File: src/rtl/nps_pkg.sv
package nps_pkg;
  typedef enum logic [3:0] {
    S_IDLE, S_SETUP, S_COL, S_ROW, S_DATA, S_CONF, S_WAIT, S_SCMD, S_SRD, S_DONE
  } st_t;

  localparam logic [1:0] RES_OK      = 2'd0;
  localparam logic [1:0] RES_FAIL    = 2'd1;
  localparam logic [1:0] RES_TIMEOUT = 2'd2;
  localparam logic [1:0] RES_BADSIZE = 2'd3;

  localparam logic [7:0] OP_SETUP   = 8'h80;
  localparam logic [7:0] OP_CONFIRM = 8'h10;
  localparam logic [7:0] OP_STATUS  = 8'h70;

  localparam int CNT_W = 13;

  // page plus spare byte count per selector
  function automatic logic [CNT_W-1:0] stream_len(input logic [1:0] sel);
    case (sel)
      2'd0:    return CNT_W'(512 + 16);
      2'd1:    return CNT_W'(2048 + 64);
      default: return CNT_W'(4096 + 128);
    endcase
  endfunction

  function automatic logic [CNT_W-1:0] col_len(input logic [1:0] sel);
    return (sel == 2'd0) ? CNT_W'(1) : CNT_W'(2);
  endfunction

  function automatic logic [CNT_W-1:0] row_len(input logic [1:0] sel, input logic [2:0] cyc);
    int extra;
    extra = int'(cyc) - ((sel == 2'd0) ? 1 : 0);
    return CNT_W'(2 + ((extra >= 1) ? 1 : 0) + ((extra == 2) ? 1 : 0));
  endfunction
endpackage

File: src/rtl/nps_timer.sv
module nps_timer #(
  parameter int TICK_DIV   = 4,
  parameter int POLL_LIMIT = 100
) (
  input  logic clk,
  input  logic rst_n,
  input  logic run,
  output logic expire
);
  localparam int DIV_W  = $clog2(TICK_DIV + 1);
  localparam int POLL_W = $clog2(POLL_LIMIT + 1);

  logic [DIV_W-1:0]  div_cnt;
  logic [POLL_W-1:0] tick_cnt;
  logic              tick;

  assign tick   = run && (div_cnt == DIV_W'(TICK_DIV - 1));
  assign expire = tick && (tick_cnt == POLL_W'(POLL_LIMIT - 1));

  always_ff @(posedge clk or negedge rst_n) begin
    if (!rst_n) begin
      div_cnt  <= '0;
      tick_cnt <= '0;
    end else if (!run) begin
      div_cnt  <= '0;
      tick_cnt <= '0;
    end else if (tick) begin
      div_cnt  <= '0;
      tick_cnt <= tick_cnt + POLL_W'(1);
    end else begin
      div_cnt  <= div_cnt + DIV_W'(1);
    end
  end
endmodule

File: src/rtl/nps_bus_drv.sv
module nps_bus_drv
  import nps_pkg::*;
(
  input  st_t                state,
  input  logic [CNT_W-1:0]   idx,
  input  logic [31:0]        page,
  input  logic               padding,
  input  logic               s_valid,
  input  logic [7:0]         s_data,
  output logic               s_ready,
  output logic               we,
  output logic               re,
  output logic               cle,
  output logic               ale,
  output logic [7:0]         dout
);
  always_comb begin
    we      = 1'b0;
    re      = 1'b0;
    cle     = 1'b0;
    ale     = 1'b0;
    dout    = 8'h00;
    s_ready = 1'b0;
    case (state)
      S_SETUP: begin we = 1'b1; cle = 1'b1; dout = OP_SETUP; end
      S_COL:   begin we = 1'b1; ale = 1'b1; end
      S_ROW:   begin we = 1'b1; ale = 1'b1; dout = 8'(page >> (idx[1:0] * 8)); end
      S_DATA: begin
        s_ready = !padding;
        we      = padding || s_valid;
        dout    = padding ? 8'hFF : s_data;
      end
      S_CONF:  begin we = 1'b1; cle = 1'b1; dout = OP_CONFIRM; end
      S_SCMD:  begin we = 1'b1; cle = 1'b1; dout = OP_STATUS; end
      S_SRD:   re = 1'b1;
      default: ;
    endcase
  end
endmodule

File: src/rtl/nand_prog_seq.sv
module nand_prog_seq
  import nps_pkg::*;
#(
  parameter int TICK_DIV   = 4,
  parameter int POLL_LIMIT = 100
) (
  input  logic        clk,
  input  logic        rst_n,
  input  logic        start,
  input  logic [1:0]  pg_sel,
  input  logic [2:0]  addr_cyc,
  input  logic [31:0] page_num,
  input  logic        s_valid,
  input  logic [7:0]  s_data,
  input  logic        s_last,
  output logic        s_ready,
  output logic        busy,
  output logic        done,
  output logic [1:0]  result,
  output logic        nand_cle,
  output logic        nand_ale,
  output logic        nand_we,
  output logic        nand_re,
  output logic [7:0]  nand_dout,
  input  logic [7:0]  nand_din,
  input  logic        nand_rb
);
  st_t              state;
  logic [CNT_W-1:0] idx;
  logic [31:0]      page_q;
  logic [1:0]       sel_q;
  logic [2:0]       cyc_q;
  logic             padding;
  logic [1:0]       res_q;

  // named events for the checker
  logic evt_wr, evt_rd, evt_expire, evt_take, evt_last_taken;
  logic [CNT_W-1:0] n_col, n_row, n_data;

  assign n_col  = col_len(sel_q);
  assign n_row  = row_len(sel_q, cyc_q);
  assign n_data = stream_len(sel_q);

  nps_bus_drv u_drv (
    .state(state), .idx(idx), .page(page_q), .padding(padding),
    .s_valid(s_valid), .s_data(s_data), .s_ready(s_ready),
    .we(evt_wr), .re(evt_rd), .cle(nand_cle), .ale(nand_ale), .dout(nand_dout)
  );

  nps_timer #(.TICK_DIV(TICK_DIV), .POLL_LIMIT(POLL_LIMIT)) u_tmr (
    .clk(clk), .rst_n(rst_n), .run(state == S_WAIT), .expire(evt_expire)
  );

  assign evt_take       = s_ready && s_valid;
  assign evt_last_taken = evt_take && s_last;
  assign nand_we        = evt_wr;
  assign nand_re        = evt_rd;
  assign busy           = (state != S_IDLE);
  assign done           = (state == S_DONE);
  assign result         = res_q;

  always_ff @(posedge clk or negedge rst_n) begin
    if (!rst_n) begin
      state   <= S_IDLE;
      idx     <= '0;
      page_q  <= '0;
      sel_q   <= '0;
      cyc_q   <= '0;
      padding <= 1'b0;
      res_q   <= RES_OK;
    end else begin
      case (state)
        S_IDLE: if (start) begin
          page_q  <= page_num;
          sel_q   <= pg_sel;
          cyc_q   <= addr_cyc;
          idx     <= '0;
          padding <= 1'b0;
          if (pg_sel == 2'd3) begin
            res_q <= RES_BADSIZE;
            state <= S_DONE;
          end else begin
            state <= S_SETUP;
          end
        end
        S_SETUP: state <= S_COL;
        S_COL: begin
          if (idx == n_col - CNT_W'(1)) begin
            idx   <= '0;
            state <= S_ROW;
          end else idx <= idx + CNT_W'(1);
        end
        S_ROW: begin
          if (idx == n_row - CNT_W'(1)) begin
            idx   <= '0;
            state <= S_DATA;
          end else idx <= idx + CNT_W'(1);
        end
        S_DATA: begin
          if (evt_last_taken) padding <= 1'b1;
          if (evt_wr) begin
            if (idx == n_data - CNT_W'(1)) state <= S_CONF;
            idx <= idx + CNT_W'(1);
          end
        end
        S_CONF: state <= S_WAIT;
        S_WAIT: begin
          if (nand_rb) state <= S_SCMD;
          else if (evt_expire) begin
            res_q <= RES_TIMEOUT;
            state <= S_DONE;
          end
        end
        S_SCMD: state <= S_SRD;
        S_SRD: begin
          res_q <= nand_din[0] ? RES_FAIL : RES_OK;
          state <= S_DONE;
        end
        S_DONE: state <= S_IDLE;
        default: state <= S_IDLE;
      endcase
    end
  end
endmodule

File: config.mk
export PLATFORM = sky130hd
export DESIGN_NAME = nand_prog_seq
export DESIGN_NICKNAME = d
export VERILOG_FILES = /design/src/rtl/nps_pkg.sv /design/src/rtl/nps_timer.sv /design/src/rtl/nps_bus_drv.sv /design/src/rtl/nand_prog_seq.sv
export SDC_FILE = /design/constraint.sdc
export NUM_CORES = 1
export LEC_CHECK = 0
export ABC_CLOCK_PERIOD_IN_PS = 5000
export BUFFER_PORTS_ARGS = -buffer_cell sky130_fd_sc_hd__buf_2
export CAP_MARGIN = 20
export CORE_MARGIN = 3
export CORE_UTILIZATION = 60
export CTS_CLUSTER_SIZE = 10
export DETAILED_ROUTE_END_ITERATION = 10
export GPL_ROUTABILITY_DRIVEN = 0
export GPL_TIMING_DRIVEN = 0
export PLACE_DENSITY = 0.86
export REMOVE_ABC_BUFFERS = 1
export SYNTH_ARGS = -nofsm -noshare
export SYNTH_HDL_FRONTEND = slang
export SYNTH_HIERARCHICAL = 1
export SYNTH_SLANG_ARGS = --single-unit
File: constraint.sdc
create_clock -name clk -period 5 [get_ports clk]
set_input_delay 0.75 -clock clk [delete_from_list [all_inputs] [get_ports clk]]
set_output_delay 0.75 -clock clk [all_outputs]
set_load 0.02 [all_outputs]
==> flow_summary.yaml, run 1 <==
outcome:
  status: "complete, no violations"
logic_synthesis:
  synth_top_area_frac: 0.439
  ys_ff_latch: 67
  synth_area_leaders: "dfrtp_1 44%, mux2_2 11%, mux4_1 4.8%, nor2_1 2.8%, nand2_1 2.6%"
  synth_area_leader_cell: "dfrtp_1"
  avgSynthCellArea_um2: 10.5
  ys_seq_area_frac: 0.439
  syn_inst: 365
  synth_area_um2: 3820
  ys_async_sr_fraction: 1.00
  synth_edf_count: 0
  synth_warnings: 6
  synthFlopType: "dfrtp_1"
  ys_types: 58
floorplanning:
  dieArea_um2: 7360
  rows: 28
  die_x_um: 85.8
  core_um2: 6060
  start_util: 0.630
  die_h_um: 85.8
  io_pins: 76
min_path:
  holdPathEnd: "u_tmr/div_cnt[0]$_DFF_PN0_"
  min_from: "u_tmr/div_cnt[0]$_DFF_PN0_"
  whs_path_depth: 1
  worst_hold_path_type: "flip-flop to flip-flop"
route:
  ant_nets: 0
  drt_iter0_markers: 274
  routedWlPerCell_um: 17.1
  wl_um: 8650
  firstDrtPassIters: 5
  vias: 3170
  drc: 0
  via_per_inst: 6.28
grt:
  grt_max_degree: 68
  grt_pass1_wl_um: 14900
  grt.total_usage: 0.255
  overflow: 0
  antenna_found_initial: 0
  grt_pass1_vias: 3156
clocking:
  ctsHoldBuffers: 0
  ctsHtreeMaxLevel: 3
  cts_root_buffer: "clkbuf_8"
  cts_repair_resize_count: 0
  cts.sinks: 67
  cts_setup_buffers: 0
  clk_pin_slew_ns: 0.07
  clock_latency_ns: 0.35
  cts_tree: "yes"
  cts.path.max_buffers: 2
  numCtsBuffers: 9
sta:
  holdWs_ns: 0.453
  drv_slew: 0
  grt_setup_unrepaired: "false"
  setup_violations: 0
  slew-limit-headroom: 0.369
  clock_skew_ns: 0.00821
  fin_tns_setup_ns: 0
  layout_min_cycle_time_ns: 3.64
  worstMarginPinSlew_ns: 0.934
  finalHoldViolations: 0
  max_freq_mhz: 275
  worst_slack_ns: 1.36
  post-route-period-util: 0.727
setup_path:
  required_ns: 5.25
  reg2reg_to: "idx[10]$_DFFE_PN0P_"
  reg2regPathDepth: 11
  critPathLaunchType: "flip-flop"
  cp_max_fo: 16
  worst_path_most_repeated_cell: "ha_1"
  cpMaxStageDelayCell: "a31oi_2"
  crit_chain: "nor2_1 -> ha_1 -> ha_1 -> nor3_1 -> a21oi_1 -> or3b_2 -> ha_1 -> xor2_1 -> a31oi_2 -> o21ai_1 -> o311ai_1"
  reg2reg_slack_ns: 1.36
  path_class: "flip-flop to flip-flop"
  critPathArrivalTime_ns: 3.89
  crit_path_end_kind: "flip-flop"
  crit_path_start: "sel_q[1]$_DFFE_PN0P_"
  slowest_delay_ns: 0.69
  cp_top_family: "compound AO/OA/AOI/OAI gates"
  worstReg2RegStart: "sel_q[1]$_DFFE_PN0P_"
  path_buf_inv: 0
final_layout:
  drive_above_1_share: 0.300
  final_util: 0.716
  area_growth_pct: 13.6
  fin_nets: 490
  final_cells: 505
  fill_cells: 422
  antenna_cells: 0
  stdcell_area_um2: 4340
placement:
  place_area_um2: 4160
  place_inst: 489
  io_buffers: 68
  dp_hpwl_um: 5990
  post-place-ws_ns: 1.43
power:
  ir_drop_mv: 0.401
  p_per_area_nw_per_um2: 585
  p_leak_nw: 1.91
  power.total_mw: 2.54
flow_run:
  drv_cap: 0
[metal layers]
metal	GRT usage	up-vias	wire length [um]
li1	-	1481	-
met1	0.338	1507	3610
met2	0.393	149	4090
met3	0.0644	33	654
met4	0.128	0	301
met5	0	-	0
[report_power, final]
part	internal, mW	switching (mW)	leakage (nW)
Combinational	0.531	0.632	0.976
Sequential	0.735	0.228	0.848
Clock	0.205	0.207	0.0884
[logic make-up (layout without fill, tap and decap cells)]
| group | count (synthesis) | after routing | synth area share |
|---|---|---|---|
| AO/OA/AOI/OAI | 84 | 84 | 0.148 |
| XOR/XNOR | 4 | 4 | 0.00917 |
| adder cells (fa/ha/maj) | 6 | 6 | 0.0196 |
| buffers and inverters | 34 | 99 | 0.0419 |
| flip-flops | 67 | 67 | 0.439 |
| multiplexers | 48 | 48 | 0.171 |
| AND/OR/NAND/NOR | 122 | 122 | 0.172 |
[synth_stat cells (6+ instances only)]
library cell,number
a211oi_1,7
a21oi_1,15
clkbuf_1,8
dfrtp_1,67
ha_1,6
inv_1,15
mux2_2,37
mux4_1,7
nand2_1,26
nand2b_1,7
nand3_1,10
nor2_1,29
nor2b_1,6
nor3_1,11
o211ai_1,12
o21ai_0,17
o22ai_1,7
or3_1,7
[cell usage in the layout (no fill, tap or decap), types with 6 or more instances in the layout]
master,count
or3_1,7
nand2b_1,7
a21oi_1,15
nor2b_1,6
inv_1,15
nand2_1,26
a211oi_1,7
mux4_1,7
nor2_1,29
clkbuf_8,11
dfrtp_1,67
o22ai_1,7
ha_1,6
o21ai_0,17
nor3_1,11
nand3_1,9
buf_2,67
mux2_2,37
o211ai_1,12
[final cells by class]
class / instances / area (um2) / share of cell area
repair buffers: 68 / 343 / 0.0790
well taps: 75 / 93.8 / 0.0216
clock inverters: 4 / 25.0 / 0.00577
inverters: 15 / 56.3 / 0.0130
multi-input cells: 264 / 1990 / 0.458
flip-flops and latches: 67 / 1680 / 0.386
clock buffers: 12 / 155 / 0.0358
[worst max path at each step]
stage	cells past startpoint	slack (ns)	endpoint
floorplan	11	1.92	idx[10]$_DFFE_PN0P_
global placement	11	1.51	idx[9]$_DFFE_PN0P_
global route	11	1.00	idx[11]$_DFFE_PN0P_
CTS	11	1.40	idx[10]$_DFFE_PN0P_
detailed placement	11	1.43	idx[10]$_DFFE_PN0P_
finish	11	1.36	idx[10]$_DFFE_PN0P_
[sequential cells by signal, indices dropped and copies added, names as in the netlist]
register,flops
cyc_q,3
idx,13
padding,1
page_q,32
result,2
sel_q,2
state,4
u_tmr/div_cnt,3
u_tmr/tick_cnt,7
Power figures use the tool's default switching activity.
==> run 2: changes to the inputs <==
- ABC_AREA: not set -> 1
- ABC_CLOCK_PERIOD_IN_PS: 5000 -> 3680
- CORE_UTILIZATION: 60 -> 57
- PLACE_DENSITY: 0.86 -> 0.81
- clock period: 5 -> 3.68 ns (I/O delays scaled with it)
==> flow_summary.yaml, run 2 <==
logic_synthesis:
  avgSynthCellArea_um2: 7.01
  synthMuxAreaShare: 0
  synth_xor_area_frac: 0.0122
  synth-simple-area-share: 0.425
  ys_async_sr_fraction: 1.00
  synth_area_leader_cell: "dfrtp_1"
  synth_fa_ha_area_frac: 0.0174
  synth_warnings: 6
  syn_inst: 615
  yosysMostFrequentCell: "nand2_1"
  synthFlopType: "dfrtp_1"
  ys_types: 35
  yosys-top-cells-count: "256 x nand2_1, 67 x dfrtp_1, 59 x inv_1, 59 x nand3_1, 35 x nor2_1"
  synth_edf_count: 0
  synth_top_family_by_area: "simple AND/OR/NAND/NOR gates"
  synth_compound_area_frac: 0.0639
  synth_area_leaders: "dfrtp_1 39%, nand2_1 22%, nand3_1 6.9%, inv_1 5.1%, nor2_1 3.0%"
  synth_area_um2: 4310
  ys_ff_latch: 67
  synth_top_area_frac: 0.389
  ys_seq_area_frac: 0.389
outcome:
  violations: "DRC"
  status: "complete, but fails checks"
floorplanning:
  core_um2: 7290
  io_pins: 76
  die_x_um: 92.9
  dieArea_um2: 8640
  start_util: 0.591
  rows: 31
  die_h_um: 92.9
power:
  p_per_area_nw_per_um2: 318
  clkPwrFrac: 0.450
  cell_internal_pwr_mw: 1.20
  p_seq_frac: 0.494
  p_leak_nw: 2.62
  pwr-share-comb: 0.056
  power.total_mw: 1.56
  power.switching_mw: 0.362
  ir_drop_mv: 0.162
  p_sw_frac: 0.233
setup_path:
  cp_top_family: "simple AND/OR/NAND/NOR gates"
  crit_chain: "inv_2 -> nand2_4 -> nor2_4 -> inv_2 -> nor2_4 -> inv_2 -> nand2_1 -> o21ai_0"
  cpMaxStageDelayCell: "nor2_4"
  required_ns: 3.91
  reg2reg_slack_ns: 1.01
  path_class: "flip-flop to flip-flop"
  slowest_delay_ns: 0.70
  critPathArrivalTime_ns: 2.90
  cp_max_fo: 42
  crit_path_end_kind: "flip-flop"
  worst_path_most_repeated_cell: "inv_2"
  path_buf_inv: 3
  critPathLaunchType: "flip-flop"
sta:
  setup_violations: 0
  grt_setup_unrepaired: "false"
  drv_slew: 0
  fin_tns_setup_ns: 0
  post-route-period-util: 0.725
  holdWs_ns: 0.311
  max_freq_mhz: 375
  finalHoldViolations: 0
  slew-limit-headroom: 0.386
  worstMarginPinSlew_ns: 0.919
  worst_slack_ns: 1.01
  layout_min_cycle_time_ns: 2.67
  clock_skew_ns: 0.0110
placement:
  io_buffers: 68
  place_inst: 767
  place_area_um2: 4670
  dp_hpwl_um: 7290
  post-place-ws_ns: 1.00
grt:
  overflow: 0
  grt_pass1_vias: 3880
  grt.total_usage: 0.250
  busiest_layer: "met2"
  grt_util_met1: 0.332
  grt_max_degree: 68
  grt_pass1_wl_um: 17400
  grtUsageMet3: 0.0439
  met2_usage: 0.416
  antenna_found_initial: 0
final_layout:
  final_cells: 783
  most-common-layout-cells: "256 x nand2_1, 67 x dfrtp_1, 67 x buf_2"
  final_util: 0.671
  regMostFlops: "page_q"
  antenna_cells: 0
  area_growth_pct: 13.5
  fill_cells: 676
  drive_above_1_share: 0.213
  reg_top3: "page_q: 32 flops, idx: 13 flops, u_tmr/tick_cnt: 7 flops"
  layout_commonest_cell: "nand2_1"
  largest_reg_flops: 32
  stdcell_area_um2: 4890
  fin_nets: 744
min_path:
  worst_hold_path_type: "primary input to async pin"
clocking:
  cts_tree: "yes"
  numCtsBuffers: 9
  cts_repair_resize_count: 0
  clock_latency_ns: 0.35
  cts.path.max_buffers: 2
  cts.sinks: 67
  cts_root_buffer: "clkbuf_8"
  ctsHoldBuffers: 0
  cts_setup_buffers: 0
  ctsHtreeMaxLevel: 3
  clk_pin_slew_ns: 0.08
route:
  drc: 1
  vias: 4066
  via_per_inst: 5.19
  wl_um: 10100
  ant_nets: 0
  drt_iter0_markers: 361
  firstDrtPassIters: 11
  routedWlPerCell_um: 12.9
flow_run:
  drv_cap: 0
-- run 2: changes by cell type in the layout (fill, tap and decap cells not counted), sizes merged, moves of 8 or more --
| cell | before | now |
|---|---|---|
| o211ai | 12 | 4 |
| a211oi | 8 | 0 |
| nand2 | 26 | 272 |
| inv | 15 | 74 |
| nand2b | 8 | 0 |
| mux2 | 37 | 0 |
| mux4 | 8 | 0 |
| o21ai | 18 | 27 |
| nand3 | 10 | 60 |
| nor2 | 29 | 54 |
| a21oi | 15 | 6 |
-- run 2: final cells by class --
type,count,area [um2],share of cell area
Multi-Input combinational cell,458,2230,0.457
Tap cell,99,124,0.0253
Timing Repair Buffer,68,343,0.0701
Sequential cell,67,1680,0.343
Inverter,75,288,0.0588
Clock buffer,10,138,0.0281
Clock inverter,6,88.8,0.0182
-- run 2: final timing paths --
check,to,start,depth (start not counted)
max,padding$_DFFE_PN0P_,state[0]$_DFFE_PN0P_,8
min,page_q[29]$_DFFE_PN0P_,rst_n,1
max reg2reg,padding$_DFFE_PN0P_,state[0]$_DFFE_PN0P_,8
min reg2reg,u_tmr/div_cnt[0]$_DFF_PN0_,u_tmr/div_cnt[0]$_DFF_PN0_,1
max in group asynchronous,idx[9]$_DFFE_PN0P_,rst_n,1
min in group clk,page_q[3]$_DFFE_PN0P_,page_num[3],3
-- run 2: logic make-up (layout without fill, tap and decap cells) --
| family | count (synthesis) | after routing |
|---|---|---|
| xor+xnor | 6 | 6 |
| simple gates | 402 | 402 |
| compound gates | 44 | 44 |
| fa+ha+maj | 6 | 6 |
| buf+inv | 90 | 159 |
| flops | 67 | 67 |
-- run 2: layer usage --
metal | part of all wire | vias up
met5 | 0 | -
met4 | 0.014 | 0
met3 | 0.056 | 15
met2 | 0.49 | 125
met1 | 0.44 | 1880
li1 | - | 2046
-- run 2: power groups by stage --
| stage | Sequential (mW) | Combinational [mW] | Clock (mW) |
|---|---|---|---|
| 2_1_floorplan | 0.780 | 0.0391 | 0 |
| 3_3_place_gp | 0.782 | 0.0860 | 0 |
| 3_5_place_dp | 0.783 | 0.0891 | 0 |
| 4_1_cts | 0.769 | 0.0894 | 0.705 |
| 5_1_grt | 0.771 | 0.103 | 0.743 |
| 6_report | 0.769 | 0.0872 | 0.701 |
==> run 3: changes to the inputs <==
- ABC_CLOCK_PERIOD_IN_PS: 3680 -> 2300
- CORE_UTILIZATION: 57 -> 51
- PLACE_DENSITY: 0.81 -> 0.77
- clock period: 3.68 -> 2.3 ns (I/O delays scaled with it)
==> flow_summary.yaml, run 3 (synthesis gave the netlist of run 2 again) <==
outcome:
  status: "complete, but fails checks"
  violations: "setup timing"
setup_path:
  path_buf_inv: 0
  crit_chain: "nor2_4 -> ha_4 -> ha_4 -> xor2_2 -> o21ai_1 -> ha_1 -> nand2_1 -> o21ai_1 -> nor2_1 -> nand3_1 -> nand2_2 -> nand2_2 -> nor2_4 -> nand2_2 -> nand2_1 -> nand2_1"
  critPathArrivalTime_ns: 2.60
  cp_top_family: "simple AND/OR/NAND/NOR gates"
  slowest_delay_ns: 0.40
  cp_max_fo: 4
  worstReg2RegStart: "sel_q[0]$_DFFE_PN0P_"
  reg2reg_to: "state[1]$_DFFE_PN0P_"
  critPathLaunchType: "flip-flop"
  cpMaxStageDelayCell: "dfrtp_1"
  crit_path_end_kind: "flip-flop"
  path_class: "flip-flop to flip-flop"
  required_ns: 2.53
  reg2regPathDepth: 16
  reg2reg_slack_ns: -0.07
clocking:
  clock_latency_ns: 0.34
  cts.sinks: 67
  cts_tree: "yes"
  clk_pin_slew_ns: 0.07
  ctsHtreeMaxLevel: 3
  cts_root_buffer: "clkbuf_8"
  numCtsBuffers: 9
  ctsHoldBuffers: 0
  cts.path.max_buffers: 2
final_layout:
  area_growth_pct: 17.6
  regMostFlops: "page_q"
  fin_nets: 760
  antenna_cells: 0
  fill_cells: 697
  final_util: 0.636
  reg_top3: "page_q: 32 flops, idx: 13 flops, u_tmr/tick_cnt: 7 flops"
  most-common-layout-cells: "254 x nand2_1, 67 x buf_2, 64 x dfrtp_1"
  largest_reg_flops: 32
  layout_commonest_cell: "nand2_1"
  drive_above_1_share: 0.250
floorplanning:
  io_pins: 76
  die_h_um: 97.9
  rows: 32
  start_util: 0.541
  die_x_um: 97.9
  core_um2: 7970
  dieArea_um2: 9590
power:
  clkPwrFrac: 0.413
  power.total_mw: 2.36
  power.switching_mw: 0.554
  cell_internal_pwr_mw: 1.80
  p_seq_frac: 0.522
  p_per_area_nw_per_um2: 465
  pwr-share-comb: 0.065
  ir_drop_mv: 0.351
  p_sw_frac: 0.235
  p_leak_nw: 2.68
sta:
  max_freq_mhz: 423
  setup_violations: 8
  drv_slew: 0
  grt_setup_unrepaired: "true"
  slew-limit-headroom: 0.422
  finalHoldViolations: 0
  post-route-period-util: 1.03
  worstMarginPinSlew_ns: 0.868
  worst_slack_ns: -0.0668
  layout_min_cycle_time_ns: 2.37
  clock_skew_ns: 0.00682
route:
  routedWlPerCell_um: 13.4
  drc: 0
  wl_um: 10700
  via_per_inst: 5.25
  firstDrtPassIters: 6
  drt_iter0_markers: 236
  vias: 4211
  ant_nets: 0
grt:
  grt.total_usage: 0.227
  overflow: 0
  grt_pass1_wl_um: 17900
  grt_pass1_vias: 3991
  grt_max_degree: 68
  antenna_found_initial: 0
min_path:
  worst_hold_path_type: "primary input to async pin"
placement:
  post-place-ws_ns: -0.301
  io_buffers: 68
  dp_hpwl_um: 7270
flow_run:
  drv_cap: 0
## run 3: what timing repair did
action,in CTS,in global routing
setup endpoints to repair,42,45
cloned,2,0
buffers inserted,4,10
resized for setup,16,6
pin swaps,10,8
## run 3: worst max-delay path by stage
stage	slack [ns]	to	cells past startpoint	from
after floorplan	0.11	state[1]$_DFFE_PN0P_	16	sel_q[1]$_DFFE_PN0P_
after global placement	-0.30	padding$_DFFE_PN0P_	8	state[0]$_DFFE_PN0P_
after detailed placement	-0.30	padding$_DFFE_PN0P_	8	state[0]$_DFFE_PN0P_
after CTS	-0.11	state[1]$_DFFE_PN0P_	17	sel_q[1]$_DFFE_PN0P_
after global routing	-0.30	state[1]$_DFFE_PN0P_	16	sel_q[0]$_DFFE_PN0P_
final	-0.07	state[1]$_DFFE_PN0P_	16	sel_q[0]$_DFFE_PN0P_
## run 3: power groups by stage
stage | Combinational (mW) | Clock [mW] | Sequential, mW
detailed placement | 0.143 | 0 | 1.25
global placement | 0.137 | 0 | 1.25
finish | 0.153 | 0.973 | 1.23
CTS | 0.153 | 0.989 | 1.23
floorplan | 0.0626 | 0 | 1.25
global route | 0.178 | 1.05 | 1.24
## run 3: layout make-up
cell class / count / area [um2] / share of cell area
Multi-Input combinational cell: 460 / 2330 / 0.460
Sequential cell: 67 / 1680 / 0.332
Timing Repair Buffer: 82 / 448 / 0.0884
Inverter: 75 / 288 / 0.0568
Clock buffer: 11 / 141 / 0.0279
Tap cell: 102 / 128 / 0.0252
Clock inverter: 5 / 52.6 / 0.0104
## run 3: layer usage
metal	wire, um	GRT usage
met1	4610	0.302
met2	5250	0.374
met3	679	0.0321
met4	212	0.0873
met5	0	0
## run 3: stage by stage
step | hold WS (ns) | std cells | setup TNS, ns | instance area (um2)
finish | 0.111 | 802 | -0.350 | 5070
global route | 0.177 | 802 | -2.07 | 5070
CTS | 0.151 | 792 | -0.570 | 4980
detailed placement | 0.427 | 770 | -11.34 | 4670
global placement | 0.421 | 770 | -11.36 | 4670
floorplan | 0.0494 | 600 | 0 | 4200
